### config.mk
export PLATFORM = sky130hd
export DESIGN_NAME = ddr_cmd_monitor
export DESIGN_NICKNAME = d
export VERILOG_FILES = /design/src/rtl/ddr_mon_pkg.sv /design/src/rtl/ddr_cmd_decode.sv /design/src/rtl/ddr_bank_tracker.sv /design/src/rtl/ddr_burst_tracker.sv /design/src/rtl/ddr_cmd_monitor.sv
export SDC_FILE = /design/constraint.sdc
export NUM_CORES = 1
export LEC_CHECK = 0
export ABC_CLOCK_PERIOD_IN_PS = 2600
export CORE_MARGIN = 3
export CORE_UTILIZATION = 45
export DETAILED_ROUTE_END_ITERATION = 10
export DONT_BUFFER_PORTS = 1
export SLEW_MARGIN = 20
export SYNTH_ARGS = -nofsm -noshare
export SYNTH_HDL_FRONTEND = slang
export SYNTH_SLANG_ARGS = --single-unit
### constraint.sdc
create_clock -name clk -period 2.6 [get_ports clk]
set_clock_uncertainty 0.2 [all_clocks]
set_input_delay 0.52 -clock clk [delete_from_list [all_inputs] [get_ports clk]]
set_output_delay 0.52 -clock clk [all_outputs]
set_load 0.01 [all_outputs]
### src/rtl/ddr_mon_pkg.sv
// Shared command and violation encodings for the DDR command monitor.
package ddr_mon_pkg;

    typedef enum logic [3:0] {
        CMD_NOP   = 4'd0,
        CMD_ACT   = 4'd1,
        CMD_READ  = 4'd2,
        CMD_WRITE = 4'd3,
        CMD_BST   = 4'd4,
        CMD_PRE   = 4'd5,
        CMD_AREF  = 4'd6,
        CMD_SREF  = 4'd7,
        CMD_LMR   = 4'd8
    } cmd_e;

    typedef enum logic [2:0] {
        ERR_NONE     = 3'd0,
        ERR_ACT_OPEN = 3'd1,
        ERR_RW_IDLE  = 3'd2,
        ERR_REF_BUSY = 3'd3,
        ERR_BST_NONE = 3'd4,
        ERR_BST_AP   = 3'd5
    } err_e;

endpackage

### src/rtl/ddr_cmd_decode.sv
// Pin-level command decoder.
// Turns the four strobe levels plus cke into a command code.
// Assumes: the caller passes self_ref high while the device sleeps, and the
// decoder then reports NOP so that no command takes effect.
module ddr_cmd_decode
    import ddr_mon_pkg::*;
(
    input  logic cs_n,
    input  logic ras_n,
    input  logic cas_n,
    input  logic we_n,
    input  logic cke,
    input  logic self_ref,
    output cmd_e cmd
);

    // Map the strobe pattern to a command; deselect and sleep give NOP.
    always_comb begin
        cmd = CMD_NOP;
        if (!self_ref && !cs_n) begin
            case ({ras_n, cas_n, we_n})
                3'b011:  cmd = CMD_ACT;
                3'b101:  cmd = CMD_READ;
                3'b100:  cmd = CMD_WRITE;
                3'b110:  cmd = CMD_BST;
                3'b010:  cmd = CMD_PRE;
                3'b001:  cmd = cke ? CMD_AREF : CMD_SREF;
                3'b000:  cmd = CMD_LMR;
                default: cmd = CMD_NOP;
            endcase
        end
    end

endmodule

### src/rtl/ddr_bank_tracker.sv
// Per-bank row state.
// Holds one open/idle bit per bank. Set and close requests come as masks.
// Assumes: a set request only targets a bank that was idle, so it never
// collides with a close request on the same bank.
module ddr_bank_tracker #(
    parameter int NUM_BANKS = 4
) (
    input  logic                 clk,
    input  logic                 rst_n,
    input  logic [NUM_BANKS-1:0] open_req,
    input  logic [NUM_BANKS-1:0] close_req,
    output logic [NUM_BANKS-1:0] bank_open
);

    for (genvar g = 0; g < NUM_BANKS; g++) begin : g_bank
        // Update the state bit of one bank; a close wins over a set.
        always_ff @(posedge clk) begin
            if (!rst_n) begin
                bank_open[g] <= 1'b0;
            end else if (close_req[g]) begin
                bank_open[g] <= 1'b0;
            end else if (open_req[g]) begin
                bank_open[g] <= 1'b1;
            end
        end
    end

endmodule

### src/rtl/ddr_burst_tracker.sv
// Single-slot burst tracker.
// Remembers the most recent READ/WRITE burst: its kind, its bank, whether it
// carries auto precharge, and how many edges remain.
// Assumes: start and stop never arrive together. A new start replaces the
// running burst, and an auto-precharge burst that ends or is replaced raises
// ap_close for its bank at that edge.
module ddr_burst_tracker #(
    parameter int BA_W         = 2,
    parameter int BURST_CYCLES = 2
) (
    input  logic            clk,
    input  logic            rst_n,
    input  logic            start,
    input  logic            start_read,
    input  logic            start_ap,
    input  logic [BA_W-1:0] start_bank,
    input  logic            stop,
    output logic            active,
    output logic            is_read,
    output logic            auto_pre,
    output logic            ap_close,
    output logic [BA_W-1:0] ap_bank
);

    localparam int CNT_W = $clog2(BURST_CYCLES + 1);

    logic [CNT_W-1:0] remain_q;
    logic             last_edge;

    // The running burst finishes at this edge.
    always_comb last_edge = active && (remain_q == CNT_W'(1));

    // An auto-precharge burst leaves, by natural end or by replacement.
    always_comb ap_close = active && auto_pre && (start || last_edge);

    // Bank closed by the auto-precharge burst.
    always_comb ap_bank = start_bank_q;

    logic [BA_W-1:0] start_bank_q;

    // Load, count down or drop the burst slot.
    always_ff @(posedge clk) begin
        if (!rst_n) begin
            active       <= 1'b0;
            is_read      <= 1'b0;
            auto_pre     <= 1'b0;
            start_bank_q <= '0;
            remain_q     <= '0;
        end else if (start) begin
            active       <= 1'b1;
            is_read      <= start_read;
            auto_pre     <= start_ap;
            start_bank_q <= start_bank;
            remain_q     <= CNT_W'(BURST_CYCLES);
        end else if (stop) begin
            active   <= 1'b0;
            remain_q <= '0;
        end else if (active) begin
            active   <= !last_edge;
            remain_q <= remain_q - CNT_W'(1);
        end
    end

endmodule

### src/rtl/ddr_cmd_monitor.sv
// DDR SDRAM command protocol monitor (top).
// Decodes each sampled command, judges it against bank and burst state,
// keeps the mode register words and a sticky first-violation record.
// Assumes: pins are sampled on the rising edge; synchronous active-low reset;
// the burst duration in clock cycles is fixed by BURST_CYCLES.
module ddr_cmd_monitor
    import ddr_mon_pkg::*;
#(
    parameter  int NUM_BANKS    = 4,
    parameter  int ADDR_W       = 13,
    parameter  int AP_BIT       = 10,
    parameter  int BURST_CYCLES = 2,
    localparam int BA_W         = $clog2(NUM_BANKS)
) (
    input  logic                 clk,
    input  logic                 rst_n,
    input  logic                 cs_n,
    input  logic                 ras_n,
    input  logic                 cas_n,
    input  logic                 we_n,
    input  logic                 cke,
    input  logic [BA_W-1:0]      ba,
    input  logic [ADDR_W-1:0]    addr,
    output logic [3:0]           cmd_code,
    output logic [NUM_BANKS-1:0] bank_open,
    output logic [ADDR_W-1:0]    mode_word,
    output logic [ADDR_W-1:0]    ext_mode_word,
    output logic                 dll_disabled,
    output logic                 drive_reduced,
    output logic                 illegal_seen,
    output logic [2:0]           illegal_reason
);

    localparam logic [BA_W-1:0] BA_BASE = BA_W'(0);
    localparam logic [BA_W-1:0] BA_EXT  = BA_W'(2);

    cmd_e                 cmd;
    err_e                 err;
    logic                 sr_q;
    logic                 sr_enter;
    logic                 sel_open;
    logic [NUM_BANKS-1:0] sel_mask;
    logic [NUM_BANKS-1:0] open_req;
    logic [NUM_BANKS-1:0] close_req;
    logic [NUM_BANKS-1:0] ap_mask;
    logic                 b_start;
    logic                 b_stop;
    logic                 b_active;
    logic                 b_is_read;
    logic                 b_ap;
    logic                 b_ap_close;
    logic [BA_W-1:0]      b_ap_bank;

    ddr_cmd_decode u_decode (
        .cs_n     (cs_n),
        .ras_n    (ras_n),
        .cas_n    (cas_n),
        .we_n     (we_n),
        .cke      (cke),
        .self_ref (sr_q),
        .cmd      (cmd)
    );

    // One-hot mask of the addressed bank and its current state.
    always_comb begin
        sel_mask     = '0;
        sel_mask[ba] = 1'b1;
        sel_open     = bank_open[ba];
    end

    // Mask of the bank released by an ending auto-precharge burst.
    always_comb begin
        ap_mask            = '0;
        ap_mask[b_ap_bank] = b_ap_close;
    end

    // Judge the command against state before the edge and form requests.
    always_comb begin
        err       = ERR_NONE;
        open_req  = '0;
        close_req = ap_mask;
        b_start   = 1'b0;
        b_stop    = 1'b0;
        sr_enter  = 1'b0;
        case (cmd)
            CMD_ACT: begin
                if (sel_open) err = ERR_ACT_OPEN;
                else          open_req = sel_mask;
            end
            CMD_READ, CMD_WRITE: begin
                if (!sel_open) err = ERR_RW_IDLE;
                else           b_start = 1'b1;
            end
            CMD_BST: begin
                if (!(b_active && b_is_read)) err = ERR_BST_NONE;
                else if (b_ap)                err = ERR_BST_AP;
                else                          b_stop = 1'b1;
            end
            CMD_PRE: begin
                close_req = ap_mask | (addr[AP_BIT] ? {NUM_BANKS{1'b1}} : sel_mask);
            end
            CMD_AREF, CMD_SREF: begin
                if (|bank_open) err = ERR_REF_BUSY;
                sr_enter = (cmd == CMD_SREF);
            end
            default: ;
        endcase
    end

    ddr_bank_tracker #(.NUM_BANKS(NUM_BANKS)) u_banks (
        .clk       (clk),
        .rst_n     (rst_n),
        .open_req  (open_req),
        .close_req (close_req),
        .bank_open (bank_open)
    );

    ddr_burst_tracker #(.BA_W(BA_W), .BURST_CYCLES(BURST_CYCLES)) u_burst (
        .clk        (clk),
        .rst_n      (rst_n),
        .start      (b_start),
        .start_read (cmd == CMD_READ),
        .start_ap   (addr[AP_BIT]),
        .start_bank (ba),
        .stop       (b_stop),
        .active     (b_active),
        .is_read    (b_is_read),
        .auto_pre   (b_ap),
        .ap_close   (b_ap_close),
        .ap_bank    (b_ap_bank)
    );

    // Self-refresh state: enter on the sleep command, leave when cke is seen high.
    always_ff @(posedge clk) begin
        if (!rst_n)    sr_q <= 1'b0;
        else if (sr_q) sr_q <= !cke;
        else           sr_q <= sr_enter;
    end

    // Register the decoded command for the output.
    always_ff @(posedge clk) begin
        if (!rst_n) cmd_code <= 4'(CMD_NOP);
        else        cmd_code <= 4'(cmd);
    end

    // Capture mode register op-codes by bank-address selector.
    always_ff @(posedge clk) begin
        if (!rst_n) begin
            mode_word     <= '0;
            ext_mode_word <= '0;
        end else if (cmd == CMD_LMR) begin
            if (ba == BA_BASE) mode_word     <= addr;
            if (ba == BA_EXT)  ext_mode_word <= addr;
        end
    end

    always_comb dll_disabled  = ext_mode_word[0];
    always_comb drive_reduced = ext_mode_word[1];

    // Record the first violation and hold it until reset.
    always_ff @(posedge clk) begin
        if (!rst_n) begin
            illegal_seen   <= 1'b0;
            illegal_reason <= 3'(ERR_NONE);
        end else if (!illegal_seen && err != ERR_NONE) begin
            illegal_seen   <= 1'b1;
            illegal_reason <= 3'(err);
        end
    end

endmodule

# Word level (Yosys, flattened, before mapping)
# Cells that the tools add are included.
[classes]
n_addsub = 1
n_lt_le_gt_ge = 4
n_eq_ne = 16
mux = 32
bitwise_logic = 3
reduce_logical = 28
[op_table]
columns = ["cell", "count"]
rows = [
  ["4-bit case mux with 7 select lines", 1],
  ["4-bit two-way mux", 5],
  ["4-bit by 3-bit equality test with 1-bit output, second input constant", 4],
  ["1-bit two-way mux", 15],
  ["3-bit case mux with 4 select lines", 1],
  ["2-bit OR reduction", 6],
  ["2-bit two-way mux", 5],
  ["3-bit equality test, second input constant", 3],
  ["4-bit by 2-bit equality test with 1-bit output, second input constant", 2],
  ["1-bit logical AND", 8],
  ["3-bit by 2-bit equality test with 1-bit output, second input constant", 2],
  ["2-bit by 3-bit less-than comparator with 1-bit output, second input constant", 2],
  ["3-bit two-way mux", 2],
  ["3-bit nonzero test", 2],
  ["1-bit zero test", 5],
  ["4-bit AND", 1],
  ["1-bit demux with 2-bit select", 2],
  ["4-bit by 1-bit equality test with 1-bit output, second input constant", 1],
  ["4-bit equality test, second input constant", 1],
  ["2-bit by 1-bit >= comparator with 1-bit output, second input constant", 2],
  ["4-bit OR", 1],
  ["2-bit AND reduction", 2],
  ["4-bit OR reduction", 1],
  ["3-bit by 1-bit equality test with 1-bit output, second input constant", 1],
  ["other kinds (9)", 9],
]
[totals]
regBits = 46
in_bits = 22
elab_cells = 100

# Logic depth before layout (Yosys ltp)
# Gate-level depths: netlist of run 1.
[logic_depth]
ltp_word = 12
mapped_depth = 6
mapped_depth_nobuf = 6

# Cells and area by module
# Synthesis of run 1 repeated with hierarchy kept, for this count alone.
[hier_totals]
hier_cells = 212
hier_area_um2 = 2152.1
[by_module_without_submodules]
columns = ["module", "instances", "cells_each", "area_each_um2", "seq_area_each_um2"]
rows = [
  ["ddr_cmd_monitor", 1, 163, 1631.6, 700.7],
  ["ddr_burst_tracker", 1, 27, 302.8, 140.1],
  ["ddr_bank_tracker", 1, 12, 145.1, 80.1],
  ["ddr_cmd_decode", 1, 10, 72.6, 0.0],
]

# Least setup slack after synthesis of run 1
# Ideal clock, no wire load.
[synth_timing]
path_type = "input port to flip-flop"
from = "input port ba[1]"
to = "register u_banks.bank_open[1]"
setup_time_ns = 0.091
t_arrival_ns = 1.776
required_ns = 2.309
setup_slack_ns = 0.533
stages = 6
path_cell_list = "mux4_2 -> and3_4 -> buf_6 -> o211ai_4 -> inv_2 -> a311oi_1"
[synth_via]
elab_chain_cells = 10
word_cells_on_any_way = 18
classes_between = "2 x order compare; 10 x mux; 2 x bitwise; 4 x reduce/logical"
[synth_rtl]
columns = ["item", "line", "rtl"]
rows = [
  ["from (decl)", "ddr_cmd_monitor.sv:22", "input logic [BA_W-1:0] ba,"],
  ["1-bit binary-select mux with 2-bit select", "ddr_cmd_monitor.sv:68", "sel_open = bank_open[ba];"],
  ["1-bit two-way mux (not written as such)", "ddr_cmd_monitor.sv:68", ""],
  ["1-bit two-way mux", "ddr_cmd_monitor.sv:91", "if (!sel_open) err = ERR_RW_IDLE;"],
  ["1-bit two-way mux", "ddr_cmd_monitor.sv:85", "case (cmd)"],
  ["1-bit logical OR", "ddr_burst_tracker.sv:34", "always_comb ap_close = active && auto_pre && (start || last_edge);"],
  ["1-bit logical AND", "ddr_burst_tracker.sv:34", ""],
  ["4-bit AND (no line)", "-", ""],
  ["4-bit OR", "ddr_cmd_monitor.sv:100", "close_req = ap_mask | (addr[AP_BIT] ? {NUM_BANKS{1'b1}} : sel_mask);"],
  ["4-bit two-way mux", "ddr_cmd_monitor.sv:85", ""],
  ["2-bit OR reduction (no line)", "-", ""],
  ["to (signal, indexed assignment)", "ddr_bank_tracker.sv:19", "bank_open[g] <= 1'b0;"],
  ["to (signal, indexed assignment)", "ddr_bank_tracker.sv:21", "bank_open[g] <= 1'b0;"],
  ["to (signal, indexed assignment)", "ddr_bank_tracker.sv:23", "bank_open[g] <= 1'b1;"],
  ["to (decl)", "ddr_bank_tracker.sv:12", "output logic [NUM_BANKS-1:0] bank_open"],
]
# Parallel ways exist; a longest one is shown, timed or not. The select of a mux whose other input is x is not followed.
# A chain may end at the register's enable or synchronous reset.

# Worst setup path in the final report of run 1
[layout_timing]
from = "register u_banks.bank_open[3]"
to = "register illegal_reason[1]"
[layout_via]
elab_chain_cells = 6
word_cells_on_any_way = 9
classes_between = "6 x mux; 3 x reduce/logical"
[layout_rtl]
columns = ["item", "line", "rtl"]
rows = [
  ["1-bit binary-select mux with 2-bit select", "ddr_cmd_monitor.sv:68", ""],
  ["1-bit two-way mux (not written as such)", "ddr_cmd_monitor.sv:68", ""],
  ["1-bit two-way mux or 2-bit two-way mux (tied branches)", "ddr_cmd_monitor.sv:87, ddr_cmd_monitor.sv:91", ""],
  ["3-bit case mux with 4 select lines *", "ddr_cmd_monitor.sv:85", ""],
  ["3-bit nonzero test", "ddr_cmd_monitor.sv:165", "end else if (!illegal_seen && err != ERR_NONE) begin"],
  ["1-bit logical AND", "ddr_cmd_monitor.sv:165", ""],
  ["to (signal assigned)", "ddr_cmd_monitor.sv:164", "illegal_reason <= 3'(ERR_NONE);"],
  ["to (signal assigned)", "ddr_cmd_monitor.sv:167", "illegal_reason <= 3'(err);"],
  ["to (decl)", "ddr_cmd_monitor.sv:31", "output logic [2:0] illegal_reason"],
]
# Mark *: on every way between the ends. The rest lies on a longest branch, timed or not. The select of a mux whose other input is x is not followed.

==> impl_metrics.yaml, run 1 <==
logic_synthesis:
  async_flop_share: 0
  synth_top_family_by_area: "simple AND/OR/NAND/NOR gates"
  syn_area_um2: 1890
  synth_xor_xnor_area_share: 0.00463
  ys_seq_area_frac: 0.486
  syn_avg_cell_area_um2: 9.71
  synthDistinctLibCells: 41
  synthAdderAreaFrac: 0.00661
  synth_edf_count: 0
  synth-main-ff-cell: "dfxtp_1"
  synth.largest_area_cell: "dfxtp_1"
  synthSimpleGateAreaFrac: 0.184
  ys_warn_count: 0
  synthCells: 195
  synth_top_area_frac: 0.486
  syn-num-nets: 218
  synth_compound_area_frac: 0.0991
  synth_area_leaders: "dfxtp_1, mux2i_1, nor2_1, nand3_1, a311oi_1"
  synth-seq-cells: 46
  synth.area.mux_share: 0.176
power_and_ir_drop:
  p_leak_uw: 0.000899
  swShare: 0.216
  seqPwrFrac: 0.600
  powerDensity_nw_per_um2: 601
  pwr-share-comb: 0.042
  vdd_drop_max_mv: 0.312
  p_sw_uw: 261
  clkPwrFrac: 0.358
  fin_total_pwr_uw: 1210
  p_int_uw: 948
sta:
  report.final.slew_viol_count: 0
  worst_slack_ns: 0.611
  fin_crit_sh: 0.765
  finalSetupViolCount: 0
  min_period_ns: 1.99
  hold_viol: 0
  relSlewSlack: 0.595
  setup_tns_ns: 0
  grt_setup_unrepaired: "false"
  max_freq_mhz: 503
  tightest_slew_ns: 0.607
final_layout:
  n_antenna_cell: 0
  syn_to_final_growth_pct: 6.28
  final_cell_mix: "dfxtp_1, nor2_1, mux2i_1"
  final_common_cell: "dfxtp_1"
  nets: 218
  layout-drive-gt1-share: 0.0816
setup_path:
  startpoint: "u_banks.bank_open[3]"
  timing.rr.start: "u_banks.bank_open[3]"
  critPathLaunchType: "flop"
  path_class: "reg2reg"
  worst_ep_required_time_ns: 2.59
  worst-endpoint-arrival_ns: 1.97
  worstPathMaxFanout: 4
  rrSetupSlack_ns: 0.61
  cpPeakStageDelay_ns: 0.53
  cp-end-kind: "flop"
  path_cells: "mux4_2 > a221oi_1 > nand4_1 > o311ai_0"
  crit_path_top_delay_cell: "mux4_2"
detailed_routing:
  wl_per_cell_um: 16.2
  drc_errors: 0
  drt-total-wl_mm: 3.96
  dr.pass1.iters: 5
  drtIter0Drc: 56
  vias: 1416
  vias_per_cell: 5.80
  ant_nets: 0
die:
  dieArea_um2: 5020
  num_rows: 22
  die_y_um: 70.9
  initial_core_util: 0.491
  ios: 62
  core_area_um2: 3850
  dieWidth_um: 70.9
worst_hold_path:
  hold_class: "in2reg"
  worstHoldStart: "cke"
clocking:
  clock-sinks: 46
  cts_tree: "built"
  clock_latency_ns: 0.29
  clk_pin_slew_ns: 0.08
  max-clock-path-buffers: 2
  cts_buffers: 5
  holdBufCountCts: 0
  cts_setup_buffers: 0
  root_buffer: "clkbuf_8"
  cts_resized: 0
  cts_max_level: 2
placed_design:
  finalWeightedCongestion: 0.810
  dp_hpwl_mm: 2.98
  port_buffers: 0
  pre_cts_slack_ns: 0.428
global_routing:
  grt_max_degree: 24
  antenna_found_initial: 0
  grt_pass1_wl_mm: 6.56
  first_global_vias: 1319
  track_usage: 0.161
  overflow: 0
flow_run:
  max-cap-violations: 0
outcome:
  status: "complete, no violations"
-- sequential cells by signal, indices dropped and copies added, names as in the netlist --
register           flops
cmd_code               4
ext_mode_word         13
illegal_reason         3
illegal_seen           1
mode_word             13
sr_q                   1
u_banks.bank_open      4
u_burst.active         1
u_burst.ap_bank        2
u_burst.auto_pre       1
u_burst.is_read        1
u_burst.remain_q       2
-- area by class of cell --
class	count	area, um2
flip-flops and latches	46	921
well taps	48	60.1
clock buffers	7	86.3
repair buffers	3	22.5
fillers	360	1840
clock inverters	1	5.00
inverters	7	26.3
multi-input cells	132	891
-- through the flow --
stage | std cells | hold slack, ns | utilization | area, um2
final | 244 | 0.0955 | 0.522 | 2010
after global routing | 244 | 0.0796 | 0.522 | 2010
after CTS | 244 | 0.0835 | 0.522 | 2010
after detailed placement | 236 | 0.314 | 0.498 | 1920
after global placement | 236 | 0.312 | 0.498 | 1920
after floorplan | 195 | 0.279 | - | 1890
-- worst max-delay path: cells and delay by family (launching register included) --
| kind | cells | cell delay [ns] |
|---|---|---|
| compound gates | 2 | 0.63 |
| mux | 1 | 0.53 |
| flops | 1 | 0.38 |
| simple gates | 1 | 0.15 |
-- metal layers --
metal,wire length (um),vias to the layer above,GRT usage
met5,0,-,0
met1,1710,671,0.205
met4,0,0,0.0418
li1,-,687,-
met2,1900,58,0.254
met3,352,0,0.0625
-- Yosys cell counts (3+ instances only) --
library cell  count
a311oi_1          3
and3_1            3
clkbuf_1          5
dfxtp_1          46
inv_1             6
mux2i_1          31
nand2_1           3
nand3_1           6
nor2_1           43
nor3_1            5
nor4_1            3
o21ai_0           5
-- logic make-up after synthesis --
kind of cell               count (synthesis)
AOI/OAI and AO/OA                         24
xor gates and xnor gates                   1
adders and majority gates                  1
buffers and inverters                     17
DFF                                       46
muxes                                     32
and+or+nand+nor                           74
-- worst paths after layout --
check | end | cells after the start
max | illegal_reason[1] | 4
min | sr_q | 1
max reg2reg | illegal_reason[1] | 4
min reg2reg | u_burst.is_read | 2
-- power by group through the flow --
stage	sequential (uW)	combinational (uW)	clock (uW)
after global placement	743	48.8	0
after global routing	728	56.9	483
after floorplan	740	43.4	0
after CTS	726	50.9	452
after detailed placement	743	50.7	0
final	726	50.8	433
Power figures use the tool's default switching activity.
==> run 2, diff against run 1 <==
ABC_CLOCK_PERIOD_IN_PS = 2000   (was 2600)
clock period = 2 ns   (was 2.6 ns; I/O delays follow)
==> impl_metrics.yaml, run 2 (synthesized netlist as in run 1, its figures left out) <==
die:
  dieArea_um2: 5020
  ios: 62
  num_rows: 22
  initial_core_util: 0.491
  die_y_um: 70.9
  dieWidth_um: 70.9
  core_area_um2: 3850
clocking:
  cts_setup_buffers: 0
  clock_latency_ns: 0.28
  clk_pin_slew_ns: 0.07
  cts_buffers: 5
  max-clock-path-buffers: 2
  cts_max_level: 2
  clock-sinks: 46
  cts_tree: "built"
  root_buffer: "clkbuf_8"
flow_run:
  max-cap-violations: 0
sta:
  max_freq_mhz: 527
  tightest_slew_ns: 0.500
  grt_setup_unrepaired: "false"
  hold_viol: 0
  fin_crit_sh: 0.949
  report.final.slew_viol_count: 0
  finalSetupViolCount: 0
  min_period_ns: 1.90
  relSlewSlack: 0.663
  hold-worst-slack_ns: 0.0395
placed_design:
  dp_hpwl_mm: 2.89
  port_buffers: 0
  finalWeightedCongestion: 0.819
setup_path:
  r2r_cells: 5
  rrSetupSlack_ns: 0.10
  worst_ep_required_time_ns: 1.99
  path_class: "reg2reg"
  path_cells: "mux4_2 > and3_4 > o211ai_4 > inv_2 > a311oi_1"
  cp-end-kind: "flop"
  crit_cells: 5
  cpPeakStageDelay_ns: 0.51
  critPathLaunchType: "flop"
  worstPathMaxFanout: 4
  crit_path_top_delay_cell: "mux4_2"
  path_buf_inv: 1
  path_delay_family: "multiplexers"
  worst-endpoint-arrival_ns: 1.89
worst_hold_path:
  worstHoldPathCells: 1
  hold_class: "in2reg"
power_and_ir_drop:
  p_int_uw: 1330
  seqPwrFrac: 0.565
  vdd_drop_max_mv: 0.582
  p_sw_uw: 336
  swShare: 0.201
  powerDensity_nw_per_um2: 794
  pwr-share-comb: 0.043
  fin_total_pwr_uw: 1670
  p_leak_uw: 0.000945
  clkPwrFrac: 0.392
final_layout:
  utilization: 0.545
  reg.largest.list: "ext_mode_word: 13 flops, mode_word: 13 flops"
  final_cell_mix: "dfxtp_1, nor2_1, mux2i_1, buf_4"
  final_common_cell: "dfxtp_1"
  nFillCells: 356
  nets: 226
  layout-drive-gt1-share: 0.118
  syn_to_final_growth_pct: 11.0
  n_antenna_cell: 0
detailed_routing:
  drt-total-wl_mm: 3.98
  drtIter0Drc: 58
  ant_nets: 0
  wl_per_cell_um: 15.8
  drc_errors: 0
  dr.pass1.iters: 4
  vias_per_cell: 5.63
  vias: 1419
global_routing:
  track_usage: 0.156
  grt_max_degree: 28
  first_global_vias: 1327
  grt_pass1_wl_mm: 6.36
  overflow: 0
  antenna_found_initial: 0
outcome:
  status: "complete, no violations"
==> run 2: cell types whose count changed in the layout (fill, tap and decap cells not counted), sizes merged <==
cell and change:
buf +7, bufinv +1, clkinv -1, dlygate4sd3 +1
==> run 2: power groups by stage <==
| stage | clock (uW) | sequential (uW) | combinational (uW) |
|---|---|---|---|
| final | 653 | 943 | 71.6 |
| after global routing | 716 | 946 | 78.9 |
| after CTS | 682 | 944 | 71.3 |
| after global placement | 0 | 965 | 68.0 |
| after floorplan | 0 | 963 | 56.5 |
| after detailed placement | 0 | 966 | 69.5 |
==> run 2: timing repair <==
action,in CTS,in global routing
hold buffers,1,0
resized for setup,0,2
setup endpoints to repair,0,4
hold endpoints to repair,1,0
==> run 2: cell type report <==
cell class                 instances  area [um2]  share of cell area
timing repair buffer              11        85.1              0.0405
tap                               48        60.1              0.0286
clock inverter                     1        30.0              0.0143
clock buffer                       7        76.3              0.0363
multi-input combinational        132         902               0.429
inverter                           7        26.3              0.0125
sequential                        46         921               0.438
==> run 2: path summary, 6_finish.rpt <==
path                                            from              endpoint
worst max-delay path            u_banks.bank_open[1]  u_banks.bank_open[1]
worst min-delay path                           rst_n  u_banks.bank_open[2]
worst min register to register       u_burst.is_read       u_burst.is_read
worst max register to register  u_banks.bank_open[1]  u_banks.bank_open[1]
==> run 2: worst register-to-register path, delay by kind of cell, from the launching register on <==
family                 cells  cell delay [ns]
muxes                      1             0.51
AOI/OAI and AO/OA          2             0.46
DFF                        1             0.38
and+or+nand+nor            1             0.21
buffers and inverters      1             0.06
==> run 2: per-layer routing <==
layer  wire length, um  GRT usage
met4                31     0.0501
met1              1710      0.189
met2              1910      0.256
met5                 0          0
met3               326     0.0597
==> run 2: metrics by stage <==
step | instances | setup TNS (ns) | area (um2) | setup slack [ns]
2_1_floorplan | 195 | 0 | 1890 | 0.0528
3_3_place_gp | 243 | 0 | 1970 | 0.0312
3_5_place_dp | 243 | -0.0313 | 1970 | -0.0313
4_1_cts | 252 | 0 | 2090 | 0.0473
5_1_grt | 252 | 0 | 2100 | 0.0403
6_report | 252 | 0 | 2100 | 0.102
